File: src/rtl/bistreg_pkg.sv
package bistreg_pkg;

  typedef enum logic [1:0] {
    MODE_SCAN = 2'b00,
    MODE_FOLD = 2'b01,
    MODE_GEN  = 2'b10,
    MODE_HOLD = 2'b11
  } bistMode_e;

  typedef struct packed {
    logic loadPar;
    logic shiftSerial;
    logic feedbackEn;
    logic foldData;
    logic zeroGuard;
  } bistStrobe_t;

endpackage

File: src/rtl/bistreg_ctrl.sv
module bistreg_ctrl
  import bistreg_pkg::*;
(
  input  logic [1:0]  modeSel,
  output bistStrobe_t strb
);

  bistMode_e modeE;
  assign modeE = bistMode_e'(modeSel);

  always_comb begin
    strb = '0;
    case (modeE)
      MODE_SCAN: strb.shiftSerial = 1'b1;
      MODE_FOLD: begin
        strb.feedbackEn = 1'b1;
        strb.foldData   = 1'b1;
      end
      MODE_GEN: begin
        strb.feedbackEn = 1'b1;
        strb.zeroGuard  = 1'b1;
      end
      MODE_HOLD: strb.loadPar = 1'b1;
      default:   strb = '0;
    endcase
  end

endmodule

File: src/rtl/bistreg_dp.sv
module bistreg_dp
  import bistreg_pkg::*;
#(
  parameter int WIDTH = 8,
  parameter logic [WIDTH-1:0] TAPS = 8'b0001_1100,
  parameter logic [WIDTH-1:0] SEED = 8'h01
) (
  input  logic             clk,
  input  logic             rst,
  input  bistStrobe_t      strb,
  input  logic [WIDTH-1:0] dataIn,
  input  logic             scanIn,
  output logic [WIDTH-1:0] stateOut
);

  localparam int TOP = WIDTH - 1;

  logic [WIDTH-1:0] stateQ;
  logic [WIDTH-1:0] stateD;
  logic [WIDTH-1:0] chainBit;
  logic             fbBit;
  logic             stateZero;

  assign fbBit     = strb.feedbackEn & stateQ[TOP];
  assign stateZero = (stateQ == '0);

  for (genvar gi = 0; gi < WIDTH; gi++) begin : g_stage
    if (gi == 0) begin : g_head
      assign chainBit[gi] = strb.shiftSerial ? scanIn
                          : (fbBit | (strb.zeroGuard & stateZero));
    end else begin : g_body
      assign chainBit[gi] = stateQ[gi-1] ^ (TAPS[gi] & fbBit);
    end
    assign stateD[gi] = strb.loadPar ? dataIn[gi]
                      : (chainBit[gi] ^ (strb.foldData & dataIn[gi]));
  end

  always_ff @(posedge clk) begin
    if (rst) stateQ <= SEED;
    else     stateQ <= stateD;
  end

  assign stateOut = stateQ;

endmodule

File: src/rtl/bistreg_top.sv
module bistreg_top
  import bistreg_pkg::*;
#(
  parameter int WIDTH = 8,
  parameter logic [WIDTH-1:0] TAPS = 8'b0001_1100,
  parameter logic [WIDTH-1:0] SEED = 8'h01
) (
  input  logic             clk,
  input  logic             rst,
  input  logic [1:0]       mode,
  input  logic [WIDTH-1:0] dataIn,
  input  logic             scanIn,
  output logic [WIDTH-1:0] dataOut,
  output logic             scanOut
);

  bistStrobe_t strb;
  logic [WIDTH-1:0] stateOut;

  bistreg_ctrl u_ctrl (
    .modeSel (mode),
    .strb    (strb)
  );

  bistreg_dp #(.WIDTH(WIDTH), .TAPS(TAPS), .SEED(SEED)) u_dp (
    .clk      (clk),
    .rst      (rst),
    .strb     (strb),
    .dataIn   (dataIn),
    .scanIn   (scanIn),
    .stateOut (stateOut)
  );

  assign dataOut = stateOut;
  assign scanOut = stateOut[WIDTH-1];

endmodule

File: config.mk
export PLATFORM = sky130hd
export DESIGN_NAME = bistreg_top
export DESIGN_NICKNAME = d
export VERILOG_FILES = /design/src/rtl/bistreg_pkg.sv /design/src/rtl/bistreg_ctrl.sv /design/src/rtl/bistreg_dp.sv /design/src/rtl/bistreg_top.sv
export SDC_FILE = /design/constraint.sdc
export NUM_CORES = 1
export LEC_CHECK = 0
export BUFFER_PORTS_ARGS = -buffer_cell sky130_fd_sc_hd__clkbuf_2
export CAP_MARGIN = 5
export CORE_AREA = 2 2 39 41
export CTS_BUF_LIST = sky130_fd_sc_hd__clkbuf_16
export DETAILED_ROUTE_END_ITERATION = 10
export DIE_AREA = 0 0 41 43
export PLACE_DENSITY = 0.69
export SYNTH_ARGS = -nofsm -noshare
export SYNTH_HDL_FRONTEND = slang
export SYNTH_HIERARCHICAL = 1
export SYNTH_SLANG_ARGS = --single-unit
export TNS_END_PERCENT = 50
File: constraint.sdc
create_clock -name clk -period 1.7 [get_ports clk]
set_input_delay 0.085 -clock clk [delete_from_list [all_inputs] [get_ports clk]]
set_output_delay 0.085 -clock clk [all_outputs]
set_load 0.01 [all_outputs]
======== Word-level counts from Yosys, hierarchy flattened ========
Cells that the tools add are included.
word-level totals
  register bits after elaboration ......... 8
  input bits .............................. 13
  output and inout port bits .............. 9
operators by class
  equal/unequal tests ..................... 3
  mux-type cells .......................... 14
  bitwise logic cells ..................... 22
  reduce and logical (&&, ||, !) cells .... 3
operators with widths
  cell                                                  number
  2-to-1 mux 1 bit                                      14
  bitwise XOR 1 bit                                     11
  bitwise AND 1 bit                                     10
  zero test 8 bit                                       1
  equality test 2 bit (second input constant)           2
  equality test 2 x 1 -> 1 bit (second input constant)  1
  zero test 2 bit                                       1
  OR reduction 2 bit                                    1
  bitwise OR 1 bit                                      1

======== Depth between registers and ports, before layout ========
Gate-level depths: netlist of run 1.
  word-level depth ........................ 8
  mapped depth ............................ 6
  mapped depth without buffers ............ 6

======== Hierarchy ========
Netlist of run 1, hierarchy kept.
by module, submodules not included
  module        instances  cells an instance  area an instance (um^2)  sequential area each (um^2)
  bistreg_dp    1          58                 469.2                    160.2
  bistreg_ctrl  1          6                  57.6                     0.0
  bistreg_top   1          1                  7.5                      0.0

======== Least setup slack after synthesis of run 1 ========
OpenSTA, ideal clock, no wires.
  kind .................................... flip-flop to flip-flop
  from .................................... register u_dp.stateQ[7] (netlist: u_dp/stateOut[7])
  to ...................................... register u_dp.stateQ[0] (netlist: u_dp/stateOut[0])
  arrival time ............................ 1171 ps
  data required time ...................... 1628 ps
  setup slack ............................. 457 ps
  cell stages (with the launch flop) ...... 4
  buffers on the path ..................... 0
  clock period less this slack ............ 1243 ps
  cell sequence ........................... dfxtp_1 or4_1 o22ai_2 mux2i_1
between the ends
  longest elaborated chain between the ends .. 6
  elaborated cells on any way between the ends .. 7
  those cells by class .................... mux (2); bitwise (4); reduce/logical (1)
ends and longest elaborated chain
  what                    line              source
  start, declared         bistreg_dp.sv:18  logic [WIDTH-1:0] stateQ;
  start signal, assigned  bistreg_dp.sv:40  else stateQ <= stateD;
  zero test 8 bit         bistreg_dp.sv:25  assign stateZero = (stateQ == '0);
  bitwise AND 1 bit       bistreg_dp.sv:30  : (fbBit | (strb.zeroGuard & stateZero));
  bitwise OR 1 bit *      bistreg_dp.sv:30
  2-to-1 mux 1 bit *      bistreg_dp.sv:29  assign chainBit[gi] = strb.shiftSerial ? scanIn
  bitwise XOR 1 bit *     bistreg_dp.sv:35  : (chainBit[gi] ^ (strb.foldData & dataIn[gi]));
  2-to-1 mux 1 bit *      bistreg_dp.sv:34  assign stateD[gi] = strb.loadPar ? dataIn[gi]
Every way passes the cells marked *; elsewhere a longest branch is shown, timed or not.
A chain may end at the register's enable or synchronous reset.

======== Final worst setup path of run 1 ========
Ends and elaborated chain as after synthesis.

==> results of run 1 <==
-- layout make-up --
class / instances / area (sq um) / area share [%]
tap: 16 / 20.0 / 2.80
multi-input combinational: 48 / 335 / 46.9
timing repair buffer: 21 / 105 / 14.7
clock buffer: 3 / 75.1 / 10.5
inverter: 5 / 18.8 / 2.63
sequential: 8 / 160 / 22.4
-- cells in the mapped netlist --
cell type,instances
a211o_1,3
a21oi_1,7
buf_2,1
buf_4,1
clkbuf_1,2
dfxtp_1,8
ha_1,4
inv_1,5
mux2i_1,1
nand2_1,6
nand2b_1,1
nand3b_1,4
nand4b_1,1
nor2_1,1
nor2b_1,5
nor4_1,1
o21a_1,1
o21ai_0,5
o22ai_2,1
o32ai_1,3
or4_1,1
xor2_1,3
-- how the worst max path moves through the flow --
stage / slack [ns] / depth (start not counted) / to
after floorplan: 0.46 / 3 / u_dp/stateOut[0]
after global placement: 0.39 / 7 / u_dp/stateOut[4]
after detailed placement: 0.33 / 7 / u_dp/stateOut[4]
after CTS: 0.40 / 3 / u_dp/stateOut[0]
after global routing: 0.36 / 3 / u_dp/stateOut[0]
final: 0.41 / 3 / u_dp/stateOut[0]
-- worst max-delay path, cell delays in order (launching register included) --
cell     delay, ns
dfxtp_1       0.32
or4_1         0.54
o22ai_2       0.16
mux2i_1       0.20
-- logic make-up after synthesis --
group,Yosys count
AO/OA/AOI/OAI,20
flip-flops,8
multiplexers,1
buffers and inverters,9
adder cells (fa/ha/maj),4
AND/OR/NAND/NOR,20
XOR/XNOR,3
-- where the power goes --
group / total [uW] / switching [uW] / internal (uW)
clock network: 398 / 94.3 / 303
logic: 127 / 67.8 / 59.4
registers: 223 / 16.8 / 206
total: 748 / 179 / 569
-- per-layer routing --
metal / wire [um] / part of all wire (%)
met5: 0 / 0
met4: 11 / 0.83
met3: 44 / 3.3
met2: 666 / 50
met1: 602 / 45
-- through the flow --
step | power (uW) | setup slack (ns) | util, % | instances
3_5_place_dp | 351 | 0.335 | 46.2 | 98
4_1_cts | 747 | 0.404 | 51.6 | 101
5_1_grt | 773 | 0.360 | 51.6 | 101
3_3_place_gp | 348 | 0.389 | 46.2 | 98
2_1_floorplan | 304 | 0.457 | - | 65
6_report | 748 | 0.407 | 51.6 | 101
==> metrics.yaml, run 1 <==
clock_tree:
  cts_tree: "done"
  numClockSinks: 8
  cts-root-buf: "clkbuf_16"
  cts_hold_buf: 0
  post_cts_buffers: 0
  cts_buffer_depth: 2
  clk_latency_ns: 0.23
  h-tree-depth: 1
  cts_buffers: 3
  ctsResizeCount: 0
  clk_pin_slew_ns: 0.04
sta:
  worst_pin_slew_ns: 0.548
  rsz0062_at_grt: "no"
  setup_tns_ns: 0
  setup_viol: 0
  hold_viol: 0
  clock_skew_ns: 0.00140
  fin_crit_sh_pct: 76.1
  fin_crit_ns: 1.29
  whs_ns: 0.111
  finalMaxSlewViolations: 0
  fmax_ghz: 0.773
  slew_headroom_pct: 63.5
run_status:
  status: "completed"
global_routing:
  gr-usage-met1_pct: 23.1
  gr-usage-met3_pct: 3.14
  grt_usage_pct: 17.2
  grt_max_degree: 18
  grt_pass1_vias: 489
  gr-usage-met2_pct: 26.6
  grt_pass1_wl_mm: 2.09
  grt.overflow.total: 0
  antenna_found_initial: 0
  grt-busiest-layer: "met2"
synth:
  synth.distinct_cells: 22
  syn_inst: 65
  yosys.area.top_type: "dfxtp_1"
  synth-compound-area-share_pct: 24.8
  yosysWarnings: 6
  synth-simple-area-share_pct: 21.8
  synth_mux_area_share_pct: 1.87
  synthXorXnorAreaFrac_pct: 4.92
  syn_nets: 82
  syn_area_sq_um: 534
  ys_seq_elements: 8
  synthTopCellsByArea: "dfxtp_1 (30%), ha_1 (9.4%), a21oi_1 (6.6%)"
  syn_avg_cell_area_sq_um: 8.22
  yosys.area.top_type_share_pct: 30.0
  yosysSeqAreaShare_pct: 30.0
  synth_fa_ha_area_share_pct: 9.37
  synth_top_family_by_area: "compound AO/OA/AOI/OAI gates"
placed_design:
  portBuffers: 21
  placed_area_sq_um: 639
  dp_hpwl_um: 931
  gp_congestion: 0.746
setup_path:
  crit_arrival_ns: 1.45
  r2r_start: "u_dp/stateOut[7]"
  r2r_setup_slack_ns: 0.41
  critical_path.startpoint: "u_dp/stateOut[7]"
  r2r_end: "u_dp/stateOut[0]"
  r2r_cells: 3
  cp_max_fo: 4
  end_kind: "register"
  critPathRequiredTime_ns: 1.86
  critPathLaunchType: "register"
  critPathKind: "register to register"
route:
  routedWlPerCell_um: 13.1
  postRouteAntennaNets: 0
  dr.pass1.iters: 4
  drc: 0
  dr.first_iter.drc_count: 7
  routed-via-count: 533
  vias_per_cell: 5.28
  routed_wl_mm: 1.32
power:
  cellLeakagePower_uw: 0.000336
  ir_worst_vdd_v: 0.000610
  power.density_nw_per_um2: 1050
final_layout:
  diodes: 0
  largest_reg_flops: 8
  final_common_cell: "clkbuf_2"
  final_cell_mix: "clkbuf_2 (21), dfxtp_1 (8), a21oi_1 (7)"
  area_growth_pct: 33.7
  nNetsFinal: 104
  drive_gt1_share_pct: 29.4
  fin_area_sq_um: 714
  fill_cells: 123
worst_hold_path:
  hold_class: "input pin to register"
  holdPathStages: 3
  hp-start: "dataIn[4]"
  hold_end: "u_dp/stateOut[4]"
floorplanning:
  die_h_um: 43
  core_area_sq_um: 1380
  rows: 14
  pin_count: 22
  die-area_sq_um: 1760
  dieWidth_um: 41
  initial_core_util_pct: 38.6
flow_run:
  drv_cap: 0
Note: power is estimated with default switching activity, not from simulation.
==> run 2: changes to the inputs <==
CORE_AREA = default   (was 2 2 39 41)
CORE_MARGIN = 2   (was default)
CORE_UTILIZATION = 40   (was default)
DIE_AREA = default   (was 0 0 41 43)
PLACE_DENSITY = 0.71   (was 0.69)
clock period = 1.14 ns   (was 1.7 ns; I/O delays follow)
==> metrics.yaml, run 2 (same netlist as run 1, synthesis figures left out) <==
run_status:
  status: "complete, but fails checks"
  failed_checks: "negative setup slack"
global_routing:
  grt.overflow.total: 0  # unchanged
  gr-usage-met2_pct: 33.7  # +7.2 points
  gr-usage-met1_pct: 21.0  # -2.1 points
  gr-usage-met3_pct: 10.0  # +6.9 points
  antenna_found_initial: 0  # unchanged
  grt_max_degree: 13  # -5
  grt_usage_pct: 21.0  # +3.8 points
  grt_pass1_wl_mm: 2.04  # -2.6%
  grt_pass1_vias: 469  # -4.1%
  grt-busiest-layer: "met2"
route:
  drc: 0  # unchanged
  routedWlPerCell_um: 12.2  # -6.9%
  routed_wl_mm: 1.42  # +6.9%
  dr.pass1.iters: 4  # unchanged
  dr.first_iter.drc_count: 7  # unchanged
  vias_per_cell: 5.11  # -3.1%
  routed-via-count: 593  # +11%
  postRouteAntennaNets: 0  # unchanged
setup_path:
  r2r_setup_slack_ns: -0.09  # -0.49 ns
  crit_family: "simple AND/OR/NAND/NOR gates"
  crit_buf_inv: 0  # unchanged
  cp_max_fo: 2  # -2
  critPathRequiredTime_ns: 1.30  # -0.56 ns
  critPathLaunchType: "register"
  critPathKind: "register to register"
  path_cells: "or4_4 -> o22ai_2 -> mux2i_1"
  end_kind: "register"
  crit_path_top_delay_cell: "or4_4"
  cp_slowest_stage_delay_ns: 0.53  # about the same
  crit_arrival_ns: 1.39  # -0.06 ns
clock_tree:
  h-tree-depth: 1  # unchanged
  numClockSinks: 8  # unchanged
  cts_hold_buf: 0  # unchanged
  cts-root-buf: "clkbuf_16"
  cts_tree: "done"
  clk_latency_ns: 0.23  # about the same
  cts_buffers: 3  # unchanged
  clk_pin_slew_ns: 0.04  # about the same
  cts_buffer_depth: 2  # unchanged
worst_hold_path:
  hold_class: "input pin to register"
final_layout:
  area_growth_pct: 63.2
  ff_latch_area_sq_um: 165  # +3.1%
  fill_cells: 104  # -15%
  final_cell_mix: "clkbuf_2 (21), buf_4 (16), a21oi_1 (7)"
  multi_input_area_sq_um: 369  # +10%
  drive_gt1_share_pct: 47.5  # +18 points
  final_common_cell: "clkbuf_2"
  nNetsFinal: 120  # +15%
  fin_cells: 116  # +15%
  diodes: 0  # unchanged
  largest_reg_flops: 8  # unchanged
sta:
  setup_viol: 1  # +1
  fmax_ghz: 0.816  # +5.6%
  clock_skew_ns: 0.00250  # +0.00110 ns
  slew_headroom_pct: 83.4  # +20 points
  fin_crit_sh_pct: 107  # +31 points
  rsz0062_at_grt: "yes"
  fin_crit_ns: 1.23  # -0.0682 ns
  worst_slack_ns: -0.0851  # -0.492 ns
  finalMaxSlewViolations: 0  # unchanged
  worst_pin_slew_ns: 0.247  # -0.300 ns
  hold_viol: 0  # unchanged
floorplanning:
  dieWidth_um: 40.5  # -1.1%
  die-area_sq_um: 1640  # -6.8%
  pin_count: 22  # unchanged
  die_h_um: 40.5  # -5.7%
  core_area_sq_um: 1270  # -8.3%
  initial_core_util_pct: 42.1  # +3.5 points
  rows: 13  # -1
placed_design:
  portBuffers: 21  # unchanged
  placed_cells: 113  # +15%
  gp_congestion: 0.745  # -0.13%
  dp_hpwl_mm: 1.02  # +9.2%
power:
  combPwrFrac_pct: 23.9  # +6.9 points
  finalPower_uw: 1210  # +62%
  internal-power_uw: 918  # +61%
  ir_worst_vdd_v: 0.00102  # +67%
  power.density_nw_per_um2: 1390  # +32%
  p_seq_share_pct: 26.8  # -3.0 points
  cellLeakagePower_uw: 0.000429  # +28%
  switchingPower_uw: 290  # +62%
  power_frac_clock_pct: 49.3  # -3.9 points
  switching_share_pct: 24.0  # +0.097 points
flow_run:
  drv_cap: 0  # unchanged
==> run 2: cell count changes in the layout (fill, tap and decap cells not counted) <==
cell,previous run,this run
or4_4,0,1
o32ai_2,0,1
xor2_2,0,2
dfxtp_1,8,6
dfxtp_4,0,1
dfxtp_2,0,1
nand2_1,6,5
o32ai_1,3,2
buf_4,0,16
xor2_1,3,1
nand2_4,0,1
or4_1,1,0
==> run 2: layout make-up <==
type                    instances  share of cell area (%)
multi-input cells              48                    42.3
repair buffers                 37                    25.8
flip-flops and latches          8                    18.9
clock buffers                   3                    8.61
inverters                       5                    2.15
well taps                      15                    2.15
==> run 2: worst register-to-register path, cell delays in order (launching register included) <==
cell	delay, ns
dfxtp_1	0.31
or4_4	0.53
o22ai_2	0.13
mux2i_1	0.19
==> run 2: path summary, 6_finish.rpt <==
kind / start / end / cells past startpoint
setup / recovery: u_dp/stateOut[2] / u_dp/stateOut[0] / 3
hold / removal: dataIn[3] / u_dp/stateOut[3] / 3
setup reg to reg: u_dp/stateOut[2] / u_dp/stateOut[0] / 3
hold reg to reg: u_dp/stateOut[6] / u_dp/stateOut[7] / 3
==> run 2: what timing repair did <==
item                       CTS  global route
pin swaps                    0             4
gates resized for setup      0             8
buffers inserted             0             0
setup endpoints to repair    3             4
==> run 2: power groups by stage <==
stage	clock (uW)	combinational, uW	sequential (uW)
CTS	615	267	322
finish	596	289	323
floorplan	0	110	344
detailed placement	0	265	326
global route	630	316	327
global placement	0	259	325
==> run 2: through the flow <==
stage                     setup WS (ns)  cell area (sq um)  util [%]  hold WS [ns]  TNS [ns]
after floorplan                 -0.0617                536         -         0.206   -0.0617
after global placement           -0.120                759      59.9         0.310    -0.303
after detailed placement         -0.128                759      59.9         0.317    -0.440
after CTS                       -0.0715                835      65.8        0.0686    -0.118
after global routing             -0.122                872      68.7        0.0886    -0.170
final                           -0.0851                872      68.7        0.0740   -0.0851
==> run 2: metal layers <==
metal | wire (um) | up-vias
met5 | 0 | -
met1 | 611 | 272
met4 | 40 | 0
met2 | 701 | 14
met3 | 62 | 4
li1 | - | 303
